$ cat src/rtl/adcsp_pkg.sv
package adcsp_pkg;
  typedef enum logic [2:0] {
    ST_SHDN,
    ST_CMD,
    ST_XACQ,
    ST_XCONV,
    ST_IRUN,
    ST_OUT
  } port_st_e;
endpackage

$ cat src/rtl/adcsp_sync.sv
module adcsp_sync #(
  parameter int W = 3,
  parameter int STAGES = 2,
  parameter logic [W-1:0] RST_VAL = '0
) (
  input  logic         clk,
  input  logic         rst_n,
  input  logic [W-1:0] d,
  output logic [W-1:0] q
);
  logic [W-1:0] stg [STAGES];

  for (genvar g = 0; g < STAGES; g++) begin : g_stage
    if (g == 0) begin : g_first
      always_ff @(posedge clk or negedge rst_n) begin
        if (!rst_n) stg[g] <= RST_VAL;
        else        stg[g] <= d;
      end
    end else begin : g_next
      always_ff @(posedge clk or negedge rst_n) begin
        if (!rst_n) stg[g] <= RST_VAL;
        else        stg[g] <= stg[g-1];
      end
    end
  end

  assign q = stg[STAGES-1];
endmodule

$ cat src/rtl/adcsp_osc.sv
module adcsp_osc #(
  parameter int START_DLY = 12,
  parameter int HALF = 4,
  parameter int IW = 5
) (
  input  logic          clk,
  input  logic          rst_n,
  input  logic          run,
  output logic          rise_o,
  output logic          fall_o,
  output logic [IW-1:0] idx_o
);
  localparam int DW = $clog2(START_DLY + 1) < 1 ? 1 : $clog2(START_DLY + 1);
  localparam int HW = $clog2(HALF + 1) < 1 ? 1 : $clog2(HALF + 1);

  logic [DW-1:0] dly_q, dly_d;
  logic [HW-1:0] ph_q, ph_d;
  logic          iclk_q, iclk_d;
  logic [IW-1:0] idx_q, idx_d;
  logic          rise_d, fall_d;

  always_comb begin
    dly_d  = dly_q;
    ph_d   = ph_q;
    iclk_d = iclk_q;
    idx_d  = idx_q;
    rise_d = 1'b0;
    fall_d = 1'b0;
    if (!run) begin
      dly_d  = '0;
      ph_d   = '0;
      iclk_d = 1'b0;
      idx_d  = '0;
    end else if (dly_q != DW'(START_DLY)) begin
      dly_d = dly_q + 1'b1;
    end else if (ph_q == HW'(HALF - 1)) begin
      ph_d   = '0;
      iclk_d = ~iclk_q;
      if (!iclk_q) begin
        rise_d = 1'b1;
        idx_d  = idx_q + 1'b1;
      end else begin
        fall_d = 1'b1;
      end
    end else begin
      ph_d = ph_q + 1'b1;
    end
  end

  always_ff @(posedge clk or negedge rst_n) begin
    if (!rst_n) begin
      dly_q  <= '0;
      ph_q   <= '0;
      iclk_q <= 1'b0;
      idx_q  <= '0;
      rise_o <= 1'b0;
      fall_o <= 1'b0;
    end else begin
      dly_q  <= dly_d;
      ph_q   <= ph_d;
      iclk_q <= iclk_d;
      idx_q  <= idx_d;
      rise_o <= rise_d;
      fall_o <= fall_d;
    end
  end

  assign idx_o = idx_q;


  osc_alt_chk: assert property (@(posedge clk) disable iff (!rst_n)
    rise_o |=> !rise_o);


  osc_idle_chk: assert property (@(posedge clk) disable iff (!rst_n)
    !run |=> !rise_o && !fall_o);
endmodule

$ cat src/rtl/adcsp_shift.sv
module adcsp_shift #(
  parameter int W = 16
) (
  input  logic         clk,
  input  logic         rst_n,
  input  logic         clr,
  input  logic         load,
  input  logic         load_drive,
  input  logic         shift,
  input  logic [W-1:0] frame_i,
  output logic         bit_o
);
  logic [W-1:0] sreg_q, sreg_d;
  logic         bit_q, bit_d;

  always_comb begin
    sreg_d = sreg_q;
    bit_d  = bit_q;
    if (clr) begin
      sreg_d = '0;
      bit_d  = 1'b0;
    end else if (load) begin
      if (load_drive) begin
        bit_d  = frame_i[W-1];
        sreg_d = frame_i << 1;
      end else begin
        sreg_d = frame_i;
      end
    end else if (shift) begin
      bit_d  = sreg_q[W-1];
      sreg_d = sreg_q << 1;
    end
  end

  always_ff @(posedge clk or negedge rst_n) begin
    if (!rst_n) begin
      sreg_q <= '0;
      bit_q  <= 1'b0;
    end else begin
      sreg_q <= sreg_d;
      bit_q  <= bit_d;
    end
  end

  assign bit_o = bit_q;


  clr_quiet_chk: assert property (@(posedge clk) disable iff (!rst_n)
    clr |=> !bit_o);
endmodule

$ cat src/rtl/adcsp_port.sv
module adcsp_port
  import adcsp_pkg::*;
#(
  parameter int RES_W = 14,
  parameter int FRAME_W = 16,
  parameter int CMD_W = 8,
  parameter int CH_W = 3,
  parameter int EXT_ACQ = 4,
  parameter int EXT_CONV = 4,
  parameter int START_DLY = 12,
  parameter int OSC_HALF = 4,
  parameter int INT_CONV = 14,
  parameter int MIN_CSH = 32,
  parameter int SYNC = 2
) (
  input  logic             clk,
  input  logic             rst_n,
  input  logic             cs_n,
  input  logic             sclk,
  input  logic             din,
  input  logic [RES_W-1:0] conv_data,
  output logic             dout,
  output logic             dout_oe,
  output logic             eoc_n,
  output logic             acq,
  output logic             conv,
  output logic [CH_W-1:0]  ch_sel,
  output logic             csh_viol
);
  localparam int PAD = FRAME_W - RES_W;
  localparam int EW = $clog2(CMD_W + EXT_ACQ + EXT_CONV + 1);
  localparam int IACQ_ON = 2;
  localparam int IACQ_OFF = 6;
  localparam int IW = $clog2(IACQ_OFF + INT_CONV + 2);
  localparam int CW = $clog2(MIN_CSH + 1);

  logic [2:0] raw, syn;
  logic       cs_s, sclk_s, din_s;
  logic       cs_q, sclk_q;
  logic       cs_fall, sclk_rise, sclk_fall;

  port_st_e        st_q, st_d;
  logic [EW-1:0]   ecnt_q, ecnt_d;
  logic [CMD_W-1:0] cmd_q, cmd_d;
  logic [CH_W-1:0] ch_q, ch_d;
  logic            acq_q, acq_d, conv_q, conv_d, eoc_q, eoc_d, viol_d;
  logic [CW-1:0]   csh_q, csh_d;
  logic            clr, load, load_drive, shift;
  logic            o_rise, o_fall;
  logic [IW-1:0]   o_idx;

  assign raw = {cs_n, sclk, din};
  adcsp_sync #(.W(3), .STAGES(SYNC), .RST_VAL(3'b100)) u_sync (
    .clk(clk), .rst_n(rst_n), .d(raw), .q(syn)
  );
  assign {cs_s, sclk_s, din_s} = syn;

  assign cs_fall   = cs_q & ~cs_s;
  assign sclk_rise = sclk_s & ~sclk_q;
  assign sclk_fall = ~sclk_s & sclk_q;

  adcsp_osc #(.START_DLY(START_DLY), .HALF(OSC_HALF), .IW(IW)) u_osc (
    .clk(clk), .rst_n(rst_n), .run(st_q == ST_IRUN),
    .rise_o(o_rise), .fall_o(o_fall), .idx_o(o_idx)
  );

  adcsp_shift #(.W(FRAME_W)) u_shift (
    .clk(clk), .rst_n(rst_n), .clr(clr), .load(load), .load_drive(load_drive),
    .shift(shift), .frame_i({conv_data, {PAD{1'b0}}}), .bit_o(dout)
  );

  // minimum chip-select high time
  always_comb begin
    csh_d = csh_q;
    if (cs_s) begin
      if (!cs_q)                      csh_d = CW'(1);
      else if (csh_q != CW'(MIN_CSH)) csh_d = csh_q + 1'b1;
    end
  end

  always_comb begin
    st_d       = st_q;
    ecnt_d     = ecnt_q;
    cmd_d      = cmd_q;
    ch_d       = ch_q;
    acq_d      = acq_q;
    conv_d     = conv_q;
    eoc_d      = eoc_q;
    viol_d     = 1'b0;
    clr        = 1'b0;
    load       = 1'b0;
    load_drive = 1'b0;
    shift      = 1'b0;
    if (cs_s) begin
      st_d   = ST_SHDN;
      acq_d  = 1'b0;
      conv_d = 1'b0;
      eoc_d  = 1'b1;
      clr    = 1'b1;
    end else begin
      unique case (st_q)
        ST_SHDN: if (cs_fall) begin
          if (csh_q == CW'(MIN_CSH)) begin
            st_d   = ST_CMD;
            ecnt_d = '0;
          end else begin
            viol_d = 1'b1;
          end
        end
        ST_CMD: if (sclk_rise) begin
          cmd_d  = {cmd_q[CMD_W-2:0], din_s};
          ecnt_d = ecnt_q + 1'b1;
          if (ecnt_q == EW'(CH_W - 1)) ch_d = {cmd_q[CH_W-2:0], din_s};
          if (ecnt_q == EW'(CMD_W - 1)) begin
            ecnt_d = '0;
            if (din_s) begin
              st_d = ST_IRUN;
            end else begin
              st_d  = ST_XACQ;
              acq_d = 1'b1;
            end
          end
        end
        ST_XACQ: if (sclk_rise) begin
          ecnt_d = ecnt_q + 1'b1;
          if (ecnt_q == EW'(EXT_ACQ - 1)) begin
            ecnt_d = '0;
            acq_d  = 1'b0;
            conv_d = 1'b1;
            st_d   = ST_XCONV;
          end
        end
        ST_XCONV: if (sclk_rise) begin
          ecnt_d = ecnt_q + 1'b1;
          if (ecnt_q == EW'(EXT_CONV - 1)) begin
            conv_d = 1'b0;
            load   = 1'b1;
            st_d   = ST_OUT;
          end
        end
        ST_IRUN: begin
          if (o_rise && o_idx == IW'(IACQ_ON)) acq_d = 1'b1;
          if (o_fall && o_idx == IW'(IACQ_OFF)) begin
            acq_d  = 1'b0;
            conv_d = 1'b1;
          end
          if (o_fall && o_idx == IW'(IACQ_OFF + INT_CONV)) begin
            conv_d     = 1'b0;
            eoc_d      = 1'b0;
            load       = 1'b1;
            load_drive = 1'b1;
            st_d       = ST_OUT;
          end
        end
        ST_OUT: shift = sclk_fall;
        default: st_d = ST_SHDN;
      endcase
    end
  end

  always_ff @(posedge clk or negedge rst_n) begin
    if (!rst_n) begin
      cs_q     <= 1'b1;
      sclk_q   <= 1'b0;
      st_q     <= ST_SHDN;
      ecnt_q   <= '0;
      cmd_q    <= '0;
      ch_q     <= '0;
      acq_q    <= 1'b0;
      conv_q   <= 1'b0;
      eoc_q    <= 1'b1;
      csh_viol <= 1'b0;
      csh_q    <= CW'(MIN_CSH);
    end else begin
      cs_q     <= cs_s;
      sclk_q   <= sclk_s;
      st_q     <= st_d;
      ecnt_q   <= ecnt_d;
      cmd_q    <= cmd_d;
      ch_q     <= ch_d;
      acq_q    <= acq_d;
      conv_q   <= conv_d;
      eoc_q    <= eoc_d;
      csh_viol <= viol_d;
      csh_q    <= csh_d;
    end
  end

  assign dout_oe = (st_q != ST_SHDN);
  assign eoc_n   = eoc_q;
  assign acq     = acq_q;
  assign conv    = conv_q;
  assign ch_sel  = ch_q;


  cs_oe_chk: assert property (@(posedge clk) disable iff (!rst_n)
    cs_s |=> !dout_oe);


  abort_chk: assert property (@(posedge clk) disable iff (!rst_n)
    cs_s |=> !acq && !conv && eoc_n);


  acq_conv_excl_chk: assert property (@(posedge clk) disable iff (!rst_n)
    !(acq && conv));


  csh_ignore_chk: assert property (@(posedge clk) disable iff (!rst_n)
    csh_viol |-> !dout_oe);


  ch_hold_chk: assert property (@(posedge clk) disable iff (!rst_n)
    !sclk_rise |=> $stable(ch_sel));


  eoc_out_chk: assert property (@(posedge clk) disable iff (!rst_n)
    $fell(eoc_n) |-> dout_oe && !conv && !acq);
endmodule

$ cat config.mk
export PLATFORM = sky130hd
export DESIGN_NAME = adcsp_port
export DESIGN_NICKNAME = d
export VERILOG_FILES = /design/src/rtl/adcsp_pkg.sv /design/src/rtl/adcsp_sync.sv /design/src/rtl/adcsp_osc.sv /design/src/rtl/adcsp_shift.sv /design/src/rtl/adcsp_port.sv
export SDC_FILE = /design/constraint.sdc
export NUM_CORES = 1
export LEC_CHECK = 0
export ABC_AREA = 1
export BUFFER_PORTS_ARGS = -buffer_cell sky130_fd_sc_hd__buf_2
export CAP_MARGIN = 20
export CORE_MARGIN = 2
export CORE_UTILIZATION = 50
export DETAILED_ROUTE_END_ITERATION = 8
export PLACE_DENSITY = 0.75
export SYNTH_ARGS = -nofsm -noshare
export SYNTH_HDL_FRONTEND = slang
export SYNTH_SLANG_ARGS = --single-unit
export TNS_END_PERCENT = 30
$ cat constraint.sdc
create_clock -name clk -period 2.8 [get_ports clk]
set_input_delay 0.56 -clock clk [delete_from_list [all_inputs] [get_ports clk]]
set_output_delay 0.56 -clock clk [all_outputs]
set_load 0.05 [all_outputs]
==> results of run 1 <==
==> sequential cells by signal, summed over array words and instances, names as in the netlist, 2 cells and up <==
signal and count:
u_shift.sreg_q 14, csh_q 6, ecnt_q 5, u_osc.idx_o 5, u_osc.dly_q 4, ch_sel 3, st_q 3, u_osc.ph_q 3
u_sync.q 3, u_sync.stg 3, cmd_q 2
==> worst max-delay path by stage <==
| stage | cells past startpoint | to | startpoint | slack [ns] |
|---|---|---|---|---|
| 3_3_place_gp | 7 | u_shift.sreg_q[6] | u_sync.q[2] | 0.88 |
| 2_1_floorplan | 9 | u_shift.sreg_q[11] | ecnt_q[1] | 1.20 |
| 3_5_place_dp | 7 | u_shift.sreg_q[7] | u_sync.q[2] | 0.82 |
| 6_report | 7 | u_shift.sreg_q[7] | u_sync.q[2] | 0.79 |
| 4_1_cts | 7 | u_shift.sreg_q[7] | u_sync.q[2] | 0.80 |
| 5_1_grt | 7 | u_shift.sreg_q[7] | u_sync.q[2] | 0.53 |
==> critical path: cells and delay by family (launching register included) <==
| kind | cells | cell delay, ns |
|---|---|---|
| simple gates | 6 | 0.95 |
| buf+inv | 1 | 0.25 |
| flops | 1 | 0.69 |
==> area by class of cell <==
| type | count | area (um2) | share of cell area, % |
|---|---|---|---|
| well taps | 80 | 100 | 2.64 |
| flip-flops and latches | 61 | 1530 | 40.4 |
| clock buffers | 11 | 131 | 3.46 |
| clock inverters | 5 | 75.1 | 1.98 |
| multi-input cells | 331 | 1640 | 43.2 |
| repair buffers | 29 | 150 | 3.96 |
| inverters | 44 | 165 | 4.35 |
==> routing by layer <==
metal / up-vias / track usage, % / part of all wire [%]
met5: - / 0 / 0
met1: 1376 / 27.5 / 46
met2: 98 / 33.5 / 47
li1: 1506 / - / -
met3: 14 / 4.10 / 5.4
met4: 0 / 10.5 / 1.9
==> placed cells by master, fill, tap and decap left out, types with 2 or more instances in the layout <==
cell	n
buf_2	27
clkinv_2	3
ha_1	10
o21ai_1	8
clkbuf_8	9
clkbuf_1	2
xor2_1	7
inv_2	10
o22ai_1	2
nor2_1	51
o21ai_0	15
nor2_2	4
nor2_4	3
inv_1	34
nand3_1	70
nand2_2	5
dfstp_2	5
xnor2_1	3
nand4_1	2
buf_4	2
a31oi_1	3
a211oi_1	3
nand2_1	123
dfrtp_1	56
o31ai_1	3
bufinv_16	2
nand3_2	3
a21oi_1	10
==> metrics by stage <==
step	cells	hold slack [ns]	worst slack, ns	instance area, um2
floorplan	445	0.264	1.20	3410
global placement	545	0.333	0.882	3590
detailed placement	545	0.343	0.818	3590
CTS	561	0.0176	0.804	3790
global route	561	0.0251	0.530	3790
finish	561	0.0214	0.793	3790
==> cells by family (layout without fill, tap and decap cells) <==
| family | after synthesis | in the layout | synth area share [%] |
|---|---|---|---|
| xor+xnor | 10 | 10 | 2.57 |
| compound gates | 48 | 48 | 7.97 |
| flops | 61 | 61 | 45.0 |
| fa+ha+maj | 10 | 10 | 3.67 |
| buf+inv | 53 | 89 | 6.91 |
| simple gates | 263 | 263 | 33.9 |
==> report_power, final <==
part	internal (mW)	switching (mW)	total, mW	leakage (nW)
clock	0.497	0.339	0.837	0.107
sequential	1.02	0.128	1.15	0.792
combinational	0.270	0.631	0.901	0.984
==> results by group, run 1 <==
Detailed routing
  – Avg Vias per Cell: 5.34
  – DRC errors left: 0
  – Vias: 2994
  – ANT nets after route: 0
  – Initial DRT Pass Iterations: 5
  – Avg WL per Cell: 12.6 um
  – Number of DRC markers in iteration 0: 262
  – Total wire length: 7070 um

GRT
  – First-pass GRT wire length: 12400 um
  – Largest net degree at the start of global routing: 57
  – Total track usage: 21.0%
  – Vias in the first global route: 2826
  – Initial antenna violation count: 0
  – GRT overflow: 0

Yosys
  – Syn Area/Cell: 7.65 um2
  – Leading area contributor after synthesis: dfrtp_1
  – Area of the mapped netlist: 3410 um2
  – Top post-synthesis cells by area: dfrtp_1 41%, nand2_1 14%, nand3_1 10%, nor2_1 5.6%, dfstp_2 3.9%
  – Top_reg_cell synth: dfrtp_1
  – Post-synth EDFFs: 0
  – Post-Syn Instances: 445
  – Post-synth top cells: 123 x nand2_1, 70 x nand3_1, 56 x dfrtp_1, 51 x nor2_1, 34 x inv_1
  – Yosys reg bits: 61
  – Synth unique cells: 32
  – Sequential area share after synthesis: 45.0%
  – Synth top area share: 41.1%
  – Mapped Nets: 474
  – Synth warn: 0
  – Most frequent cell after synthesis: nand2_1
  – Asr flop ratio synth: 100%

Worst setup path
  – Reg-to-Reg End: u_shift.sreg_q[7]
  – FF-to-FF path depth: 7
  – Crit-path max cell delay: 0.69 ns
  – Critical path data arrival time: 2.24 ns
  – CP Class: reg2reg
  – Critical Path Slowest Stage Cell: dfstp_2
  – CP Data Required Time: 3.03 ns
  – Crit path max fanout: 20
  – Worst setup SP type: flop
  – Worst r2r src: u_sync.q[2]
  – FF-to-FF setup slack: 0.79 ns
  – Worst-path cell chain: inv_1 -> nand2_2 -> nand2_2 -> nand3_2 -> nand2_1 -> nor2_1 -> nor2_1
  – Type of destination of the critical path: flop

Timing
  – RSZ-0062 raised after global routing: no
  – Shortest period the worst path allows: 2.01 ns
  – Clock Skew: 0.00842 ns
  – Final Cycle Share: 71.7%
  – Worst slew pin tran: 0.711 ns
  – Peak Freq: 498 MHz
  – Final Hold Viols: 0
  – Slew Limit Fails: 0
  – Setup Viol. Count Final: 0
  – Setup TNS: 0 ns
  – Slew HR: 52.6%

Clock tree
  – Clk slew on worst S/H paths: 0.07 ns
  – Clk_lat worst skew: 0.34 ns
  – Setup repair bufs after CTS: 0
  – H-tree depth: 3
  – Cts bufs inserted: 9
  – CTS root buf: clkbuf_8
  – Hold_buf cts: 0
  – CTS tree: built
  – PostCTS Resize Cnt: 0
  – Max clock buf depth: 2
  – Clock Sink Count: 61

Placed design
  – Post-DP HPWL: 4960 um
  – Port bufs: 27
  – Placer Congestion: 0.886

Outcome
  – Status: completed

Floorplan
  – # IOs: 28
  – Die span in y: 86.5 um
  – Initial core utilization: 51.0%
  – Die footprint: 7490 um2
  – Die X: 86.5 um
  – Rows: 30
  – Core Region: 6680 um2

Cells and area
  – Finished Core Util: 56.8%
  – Final #Nets: 505
  – Diode count: 0
  – Fillers: 666
  – Area Overhead vs Synth: 11.4%
  – Share of cells above drive strength 1: 15.4%

Power and ir drop
  – Leak: 1.88 nW
  – Final Power: 2.88 mW
  – P per Cell Area: 760 nW/um2
  – Worst vdd ir: 0.458 mV

Hold path
  – Worst hold path type: in2async

Run
  – Max-cap violations: 0
Note: power is estimated with default switching activity, not from simulation.
==> run 2: changes to the inputs <==
PLACE_DENSITY = 0.77   (was 0.75)
clock period = 1.6 ns   (was 2.8 ns; I/O delays follow)
==> run 2 against run 1 <==
Die area is the same. Clock-buffer cell count is the same. Fmax is 26% higher. Largest power group is now combinational logic. Register-to-register slack worse by 0.79 ns. Worst hold slack gained 0.064 ns. Clock power increased by 74%. Largest cell class unchanged. Combinational power rose to 2.5 times the previous value. Sequential power up 74%. Critical path depth shrank 1.
==> results by group, run 2 (synthesized netlist as in run 1, its figures left out) <==
Detailed routing
  – Avg Vias per Cell: 5.46 (+2.3%)
  – Initial DRT Pass Iterations: 6 (+1)
  – Total wire length: 8680 um (+23%)
  – Number of DRC markers in iteration 0: 310 (+18%)
  – ANT nets after route: 0 (unchanged)
  – Avg WL per Cell: 14.1 um (+12%)
  – DRC errors left: 0 (unchanged)
  – Vias: 3358 (+12%)

Cells and area
  – Finished Core Util: 67.9% (+11 points)
  – Multi-input logic area: 1910 um2 (+17%)
  – Final instance area: 4540 um2 (+20%)
  – Largest regs: u_shift.sreg_q (14), csh_q (6)
  – FF+latch area: 1540 um2 (+0.16%)
  – Commonest non-fill, non-tap cell in the layout: nand2_1
  – Largest register FFs: 14 (unchanged)
  – Diode count: 0 (unchanged)
  – Fillers: 526 (-21%)
  – Most frequent cells in the layout: 114 x nand2_1, 59 x nand3_1, 54 x dfrtp_1, 47 x buf_4, 41 x nor2_1
  – Register name with the most flops: u_shift.sreg_q
  – Final #Nets: 559 (+11%)
  – Share of cells above drive strength 1: 31.4% (+16 points)
  – Area Overhead vs Synth: 33.2%

GRT
  – Initial antenna violation count: 0 (unchanged)
  – First-pass GRT wire length: 13700 um (+10%)
  – GRT overflow: 0 (unchanged)
  – Total track usage: 22.9% (+1.9 points)
  – Vias in the first global route: 3124 (+11%)
  – Largest net degree at the start of global routing: 62 (+8.8%)

Worst setup path
  – Critical path data arrival time: 1.80 ns (-0.44 ns)
  – Type of destination of the critical path: flop
  – CP Data Required Time: 1.81 ns (-1.22 ns)
  – FF-to-FF path depth: 6 (-1)
  – Crit path max fanout: 6 (-70%)
  – Worst setup SP type: flop
  – Reg-to-Reg End: u_shift.sreg_q[12]
  – CP Class: reg2reg
  – FF-to-FF setup slack: 0.003 ns (-0.79 ns)
  – Worst r2r src: st_q[2]

Power and ir drop
  – P per Cell Area: 1270 nW/um2 (+67%)
  – Part of the power in registers: 34.9% (-4.8 points)
  – Switch share: 39.1% (+1.1 points)
  – Worst vdd ir: 0.666 mV (+46%)
  – Leak: 2.21 nW (+18%)
  – Power Internal: 3.50 mW (+96%)
  – Comb pwr share: 39.8% (+8.5 points)
  – Clock power share: 25.3% (-3.7 points)
  – Switch Pwr: 2.25 mW (+100%)

Timing
  – Slew Limit Fails: 0 (unchanged)
  – Final Cycle Share: 99.8% (+28 points)
  – Slew HR: 78.7% (+26 points)
  – Clock Skew: 0.00983 ns (+0.00141 ns)
  – RSZ-0062 raised after global routing: yes
  – Worst slew pin tran: 0.319 ns (-0.392 ns)
  – Final Hold Viols: 0 (unchanged)
  – Setup Viol. Count Final: 0 (unchanged)
  – Shortest period the worst path allows: 1.60 ns (-0.410 ns)
  – Peak Freq: 626 MHz (+26%)

Placed design
  – Post-DP HPWL: 5510 um (+11%)
  – Port bufs: 27 (unchanged)
  – Placed Area: 3830 um2 (+6.8%)
  – Placer Congestion: 0.936 (+5.6%)

Floorplan
  – Initial core utilization: 51.0% (unchanged)
  – Die footprint: 7490 um2 (unchanged)
  – Rows: 30 (unchanged)
  – # IOs: 28 (unchanged)
  – Die X: 86.5 um (unchanged)
  – Die span in y: 86.5 um (unchanged)
  – Core Region: 6680 um2 (unchanged)

Clock tree
  – CTS root buf: clkbuf_8
  – Clk_lat worst skew: 0.33 ns (about the same)
  – Clk slew on worst S/H paths: 0.07 ns (about the same)
  – Clock Sink Count: 61 (unchanged)
  – Max clock buf depth: 2 (unchanged)
  – H-tree depth: 3 (unchanged)
  – CTS tree: built
  – Cts bufs inserted: 9 (unchanged)

Outcome
  – Status: completed

Hold path
  – Worst hold path type: in2reg
  – Worst Hold Depth: 1
  – Hold path startpoint: cs_n
  – Hold Path Sink: u_sync.stg[5]

Run
  – Max-cap violations: 0 (unchanged)
[run 2: cell types whose count changed in the layout (fill, tap and decap cells not counted), moves of 9 or more]
cell,change
nor2_4,+9
nor2_1,-10
nand3_1,-11
buf_4,+45
nand2_1,-9
[run 2: metrics by stage]
| stage | setup TNS, ns | std cells | power (mW) | hold WS [ns] | setup slack, ns |
|---|---|---|---|---|---|
| 6_report | 0 | 615 | 5.75 | 0.0852 | 0.00293 |
| 5_1_grt | -1.36 | 615 | 6.10 | 0.0615 | -0.104 |
| 4_1_cts | 0 | 601 | 5.39 | 0.0751 | 0.0101 |
| 3_5_place_dp | -1.01 | 576 | 3.80 | 0.340 | -0.123 |
| 3_3_place_gp | -0.00543 | 576 | 3.74 | 0.339 | -0.00543 |
| 2_1_floorplan | 0 | 445 | 3.25 | 0.0244 | 0.00430 |
[run 2: worst max-delay path, cell delays in order, from the launching register on]
cell and delay [ns]:
dfrtp_2 0.50, inv_2 0.13, nor2_4 0.14, nand3_4 0.13, buf_4 0.18, o21ai_0 0.25, a21oi_1 0.12
[run 2: power groups by stage]
stage          clock network (mW)  registers (mW)  logic (mW)
6_report                     1.46            2.00        2.29
4_1_cts                      1.48            1.97        1.94
2_1_floorplan                   0            2.11        1.15
5_1_grt                      1.55            2.03        2.52
3_3_place_gp                    0            2.00        1.74
3_5_place_dp                    0            2.02        1.78
[run 2: routing by layer]
metal / track usage [%] / wire [um] / vias up
li1: - / - / 1621
met2: 39.0 / 4420 / 122
met4: 8.24 / 216 / 0
met1: 28.9 / 3510 / 1590
met3: 4.86 / 532 / 25
met5: 0 / 0 / -
[run 2: worst max path at each step]
stage | from | to | slack [ns] | cells after the start
2_1_floorplan | ecnt_q[1] | u_shift.sreg_q[11] | 0.004 | 9
3_3_place_gp | ecnt_q[0] | u_shift.sreg_q[6] | -0.005 | 8
3_5_place_dp | ecnt_q[1] | u_shift.sreg_q[8] | -0.12 | 8
4_1_cts | u_sync.q[2] | ecnt_q[0] | 0.01 | 9
5_1_grt | u_sync.q[1] | u_shift.sreg_q[10] | -0.10 | 9
6_report | st_q[2] | u_shift.sreg_q[12] | 0.003 | 6
[run 2: timing repair]
action,CTS,global route
gates cloned,1,1
hold buffers,1,0
resized for setup,20,57
setup endpoints to repair,20,33
endpoints found under the hold margin,40,0
setup buffers,7,13
pin swaps,4,24
[run 2: cell type report]
type | instances | area share [%]
multi-input cells | 332 | 42.1
inverters | 44 | 3.83
clock buffers | 11 | 2.89
repair buffers | 82 | 13.5
flip-flops and latches | 61 | 33.8
well taps | 80 | 2.21
clock inverters | 5 | 1.65
==> run 3: changes to the inputs <==
PLACE_DENSITY = 0.71   (was 0.77)
SKIP_CTS_REPAIR_TIMING = 1   (was not set)
==> run 3 against run 2 <==
Sequential power is essentially flat. Sequential cell count is the same. Critical path type unchanged. Total power shrank 7.0%. Largest power group is now registers. Global-route usage shrank 1.0 points. Critical path depth grew 4. The flow now finishes with violations (hold timing, setup timing).
==> results by group, run 3 (synthesized netlist as in run 1, its figures left out) <==
Cells and area
  – Diode count: 0 (unchanged)
  – Most frequent cells in the layout: 121 x nand2_1, 61 x nand3_1, 53 x dfrtp_1, 45 x buf_4, 44 x nor2_1
  – Register name with the most flops: u_shift.sreg_q
  – Largest regs: u_shift.sreg_q (14), csh_q (6)
  – Multi-input logic area: 1820 um2 (-5.0%)
  – Area Overhead vs Synth: 28.8%
  – Share of cells above drive strength 1: 28.5% (-2.9 points)
  – Commonest non-fill, non-tap cell in the layout: nand2_1
  – Fillers: 535 (+1.7%)
  – Final #Nets: 553 (-1.1%)
  – Final instance area: 4390 um2 (-3.3%)
  – Final std cells w/o fill: 609 (-0.98%)
  – Largest register FFs: 14 (unchanged)
  – FF+latch area: 1540 um2 (about the same)

Detailed routing
  – Number of DRC markers in iteration 0: 116 (-63%)
  – DRC errors left: 0 (unchanged)
  – Vias: 3178 (-5.4%)
  – ANT nets after route: 0 (unchanged)
  – Avg Vias per Cell: 5.22 (-4.4%)
  – Initial DRT Pass Iterations: 5 (-1)
  – Total wire length: 7920 um (-8.8%)
  – Avg WL per Cell: 13.0 um (-7.9%)

Floorplan
  – Core Region: 6680 um2 (unchanged)
  – Rows: 30 (unchanged)
  – # IOs: 28 (unchanged)
  – Die X: 86.5 um (unchanged)
  – Die footprint: 7490 um2 (unchanged)
  – Die span in y: 86.5 um (unchanged)
  – Initial core utilization: 51.0% (unchanged)

Power and ir drop
  – Worst vdd ir: 0.720 mV (+8.0%)
  – Final Power: 5.35 mW (-7.0%)
  – Leak: 2.15 nW (-3.0%)
  – P per Cell Area: 1220 nW/um2 (-3.8%)

GRT
  – First-pass GRT wire length: 12900 um (-5.6%)
  – Largest net degree at the start of global routing: 62 (unchanged)
  – GRT overflow: 0 (unchanged)
  – Total track usage: 21.9% (-1.0 points)
  – Initial antenna violation count: 0 (unchanged)
  – Vias in the first global route: 2941 (-5.9%)

Worst setup path
  – Critical path data arrival time: 1.88 ns (+0.08 ns)
  – Crit path max-delay family: simple AND/OR/NAND/NOR gates
  – CP Data Required Time: 1.87 ns (+0.06 ns)
  – Worst setup SP type: flop
  – Crit path max fanout: 6 (unchanged)
  – Worst-path cell chain: buf_4 -> nand2_2 -> nor2_4 -> inv_4 -> nor2_4 -> clkbuf_16 -> nand3_1 -> nand2_1 -> nor2_1 -> nor2_1
  – Crit-path max cell delay: 0.42 ns (-0.08 ns)
  – Type of destination of the critical path: flop
  – Critical Path Slowest Stage Cell: dfrtp_2
  – CP bufs+invs: 3 (+1)
  – CP Class: reg2reg

Timing
  – Peak Freq: 624 MHz (-0.36%)
  – Setup WS post-layout: -0.00278 ns (-0.00572 ns)
  – Worst slew pin tran: 0.319 ns (-0.000502 ns)
  – Slew Limit Fails: 0 (unchanged)
  – Shortest period the worst path allows: 1.60 ns (+0.00572 ns)
  – Slew HR: 78.8% (about the same)
  – Fin Hold WS: -0.0206 ns (-0.106 ns)
  – Setup Viol. Count Final: 1 (+1)
  – Final Hold Viols: 55 (+55)
  – RSZ-0062 raised after global routing: yes
  – Clock Skew: 0.00786 ns (-0.00197 ns)
  – Final Cycle Share: 100% (+0.36 points)

Placed design
  – Placed cells: 581 (+0.87%)
  – Placed Area: 3890 um2 (+1.6%)
  – Post-DP HPWL: 5490 um (-0.46%)
  – DP Worst Slack: -0.0965 ns (+0.0263 ns)
  – Placer Congestion: 0.872 (-6.8%)
  – Port bufs: 27 (unchanged)

Clock tree
  – CTS root buf: clkbuf_8
  – Max clock buf depth: 2 (unchanged)
  – Cts bufs inserted: 9 (unchanged)
  – Clock Sink Count: 61 (unchanged)
  – H-tree depth: 3 (unchanged)
  – Clk slew on worst S/H paths: 0.07 ns (about the same)
  – CTS tree: built
  – Clk_lat worst skew: 0.34 ns (about the same)

Outcome
  – Failing checks: hold timing, setup timing
  – Status: complete, but fails checks

Run
  – Max-cap violations: 0 (unchanged)

Hold path
  – Worst hold path type: in2async
run 3: cell type report:
type	count	area share (%)
inverters	44	3.88
multi-input cells	332	41.4
clock buffers	12	3.31
clock inverters	4	1.08
well taps	80	2.28
flip-flops and latches	61	35.0
repair buffers	76	13.1
run 3: power by group:
| part | total, mW | switching [mW] | internal, mW |
|---|---|---|---|
| combinational | 1.99 | 1.26 | 0.738 |
| clock | 1.35 | 0.597 | 0.757 |
| sequential | 2.00 | 0.208 | 1.79 |
run 3: path summary, 6_finish.rpt:
| kind | from | end | slack (ns) | cells after the start |
|---|---|---|---|---|
| max | st_q[0] | u_shift.sreg_q[5] | -0.003 | 10 |
| min | rst_n | ch_sel[2] | -0.02 | 2 |
| max reg2reg | st_q[0] | u_shift.sreg_q[5] | -0.003 | 10 |
| min reg2reg | u_sync.stg[3] | u_sync.q[0] | 0.35 | 0 |
| max in group asynchronous | rst_n | u_sync.q[2] | 1.31 | 2 |
| min in group clk | din | u_sync.stg[3] | 0.08 | 1 |
run 3: stage by stage:
step | setup TNS (ns) | utilization, % | hold WS [ns]
floorplan | 0 | - | 0.0244
global placement | -0.489 | 58.3 | 0.335
detailed placement | -0.681 | 58.3 | 0.336
CTS | -0.979 | 61.2 | -0.0152
global route | -1.11 | 65.7 | 0.0127
finish | -0.00278 | 65.7 | -0.0206
run 3: routing by layer:
metal  wire length [um]  part of all wire [%]  vias to the layer above  track usage, %
li1                   -                     -                     1608               -
met2               3920                    49                       90            36.4
met1               3450                    44                     1458            28.0
met3                354                   4.5                       22            3.43
met5                  0                     0                        -               0
met4                195                   2.5                        0            10.5
run 3: worst register-to-register path: stages, from the launching register on:
cell and delay [ns]:
dfrtp_2 0.42, buf_4 0.13, nand2_2 0.05, nor2_4 0.21
inv_4 0.07, nor2_4 0.21, clkbuf_16 0.19, nand3_1 0.07
nand2_1 0.07, nor2_1 0.04, nor2_1 0.08
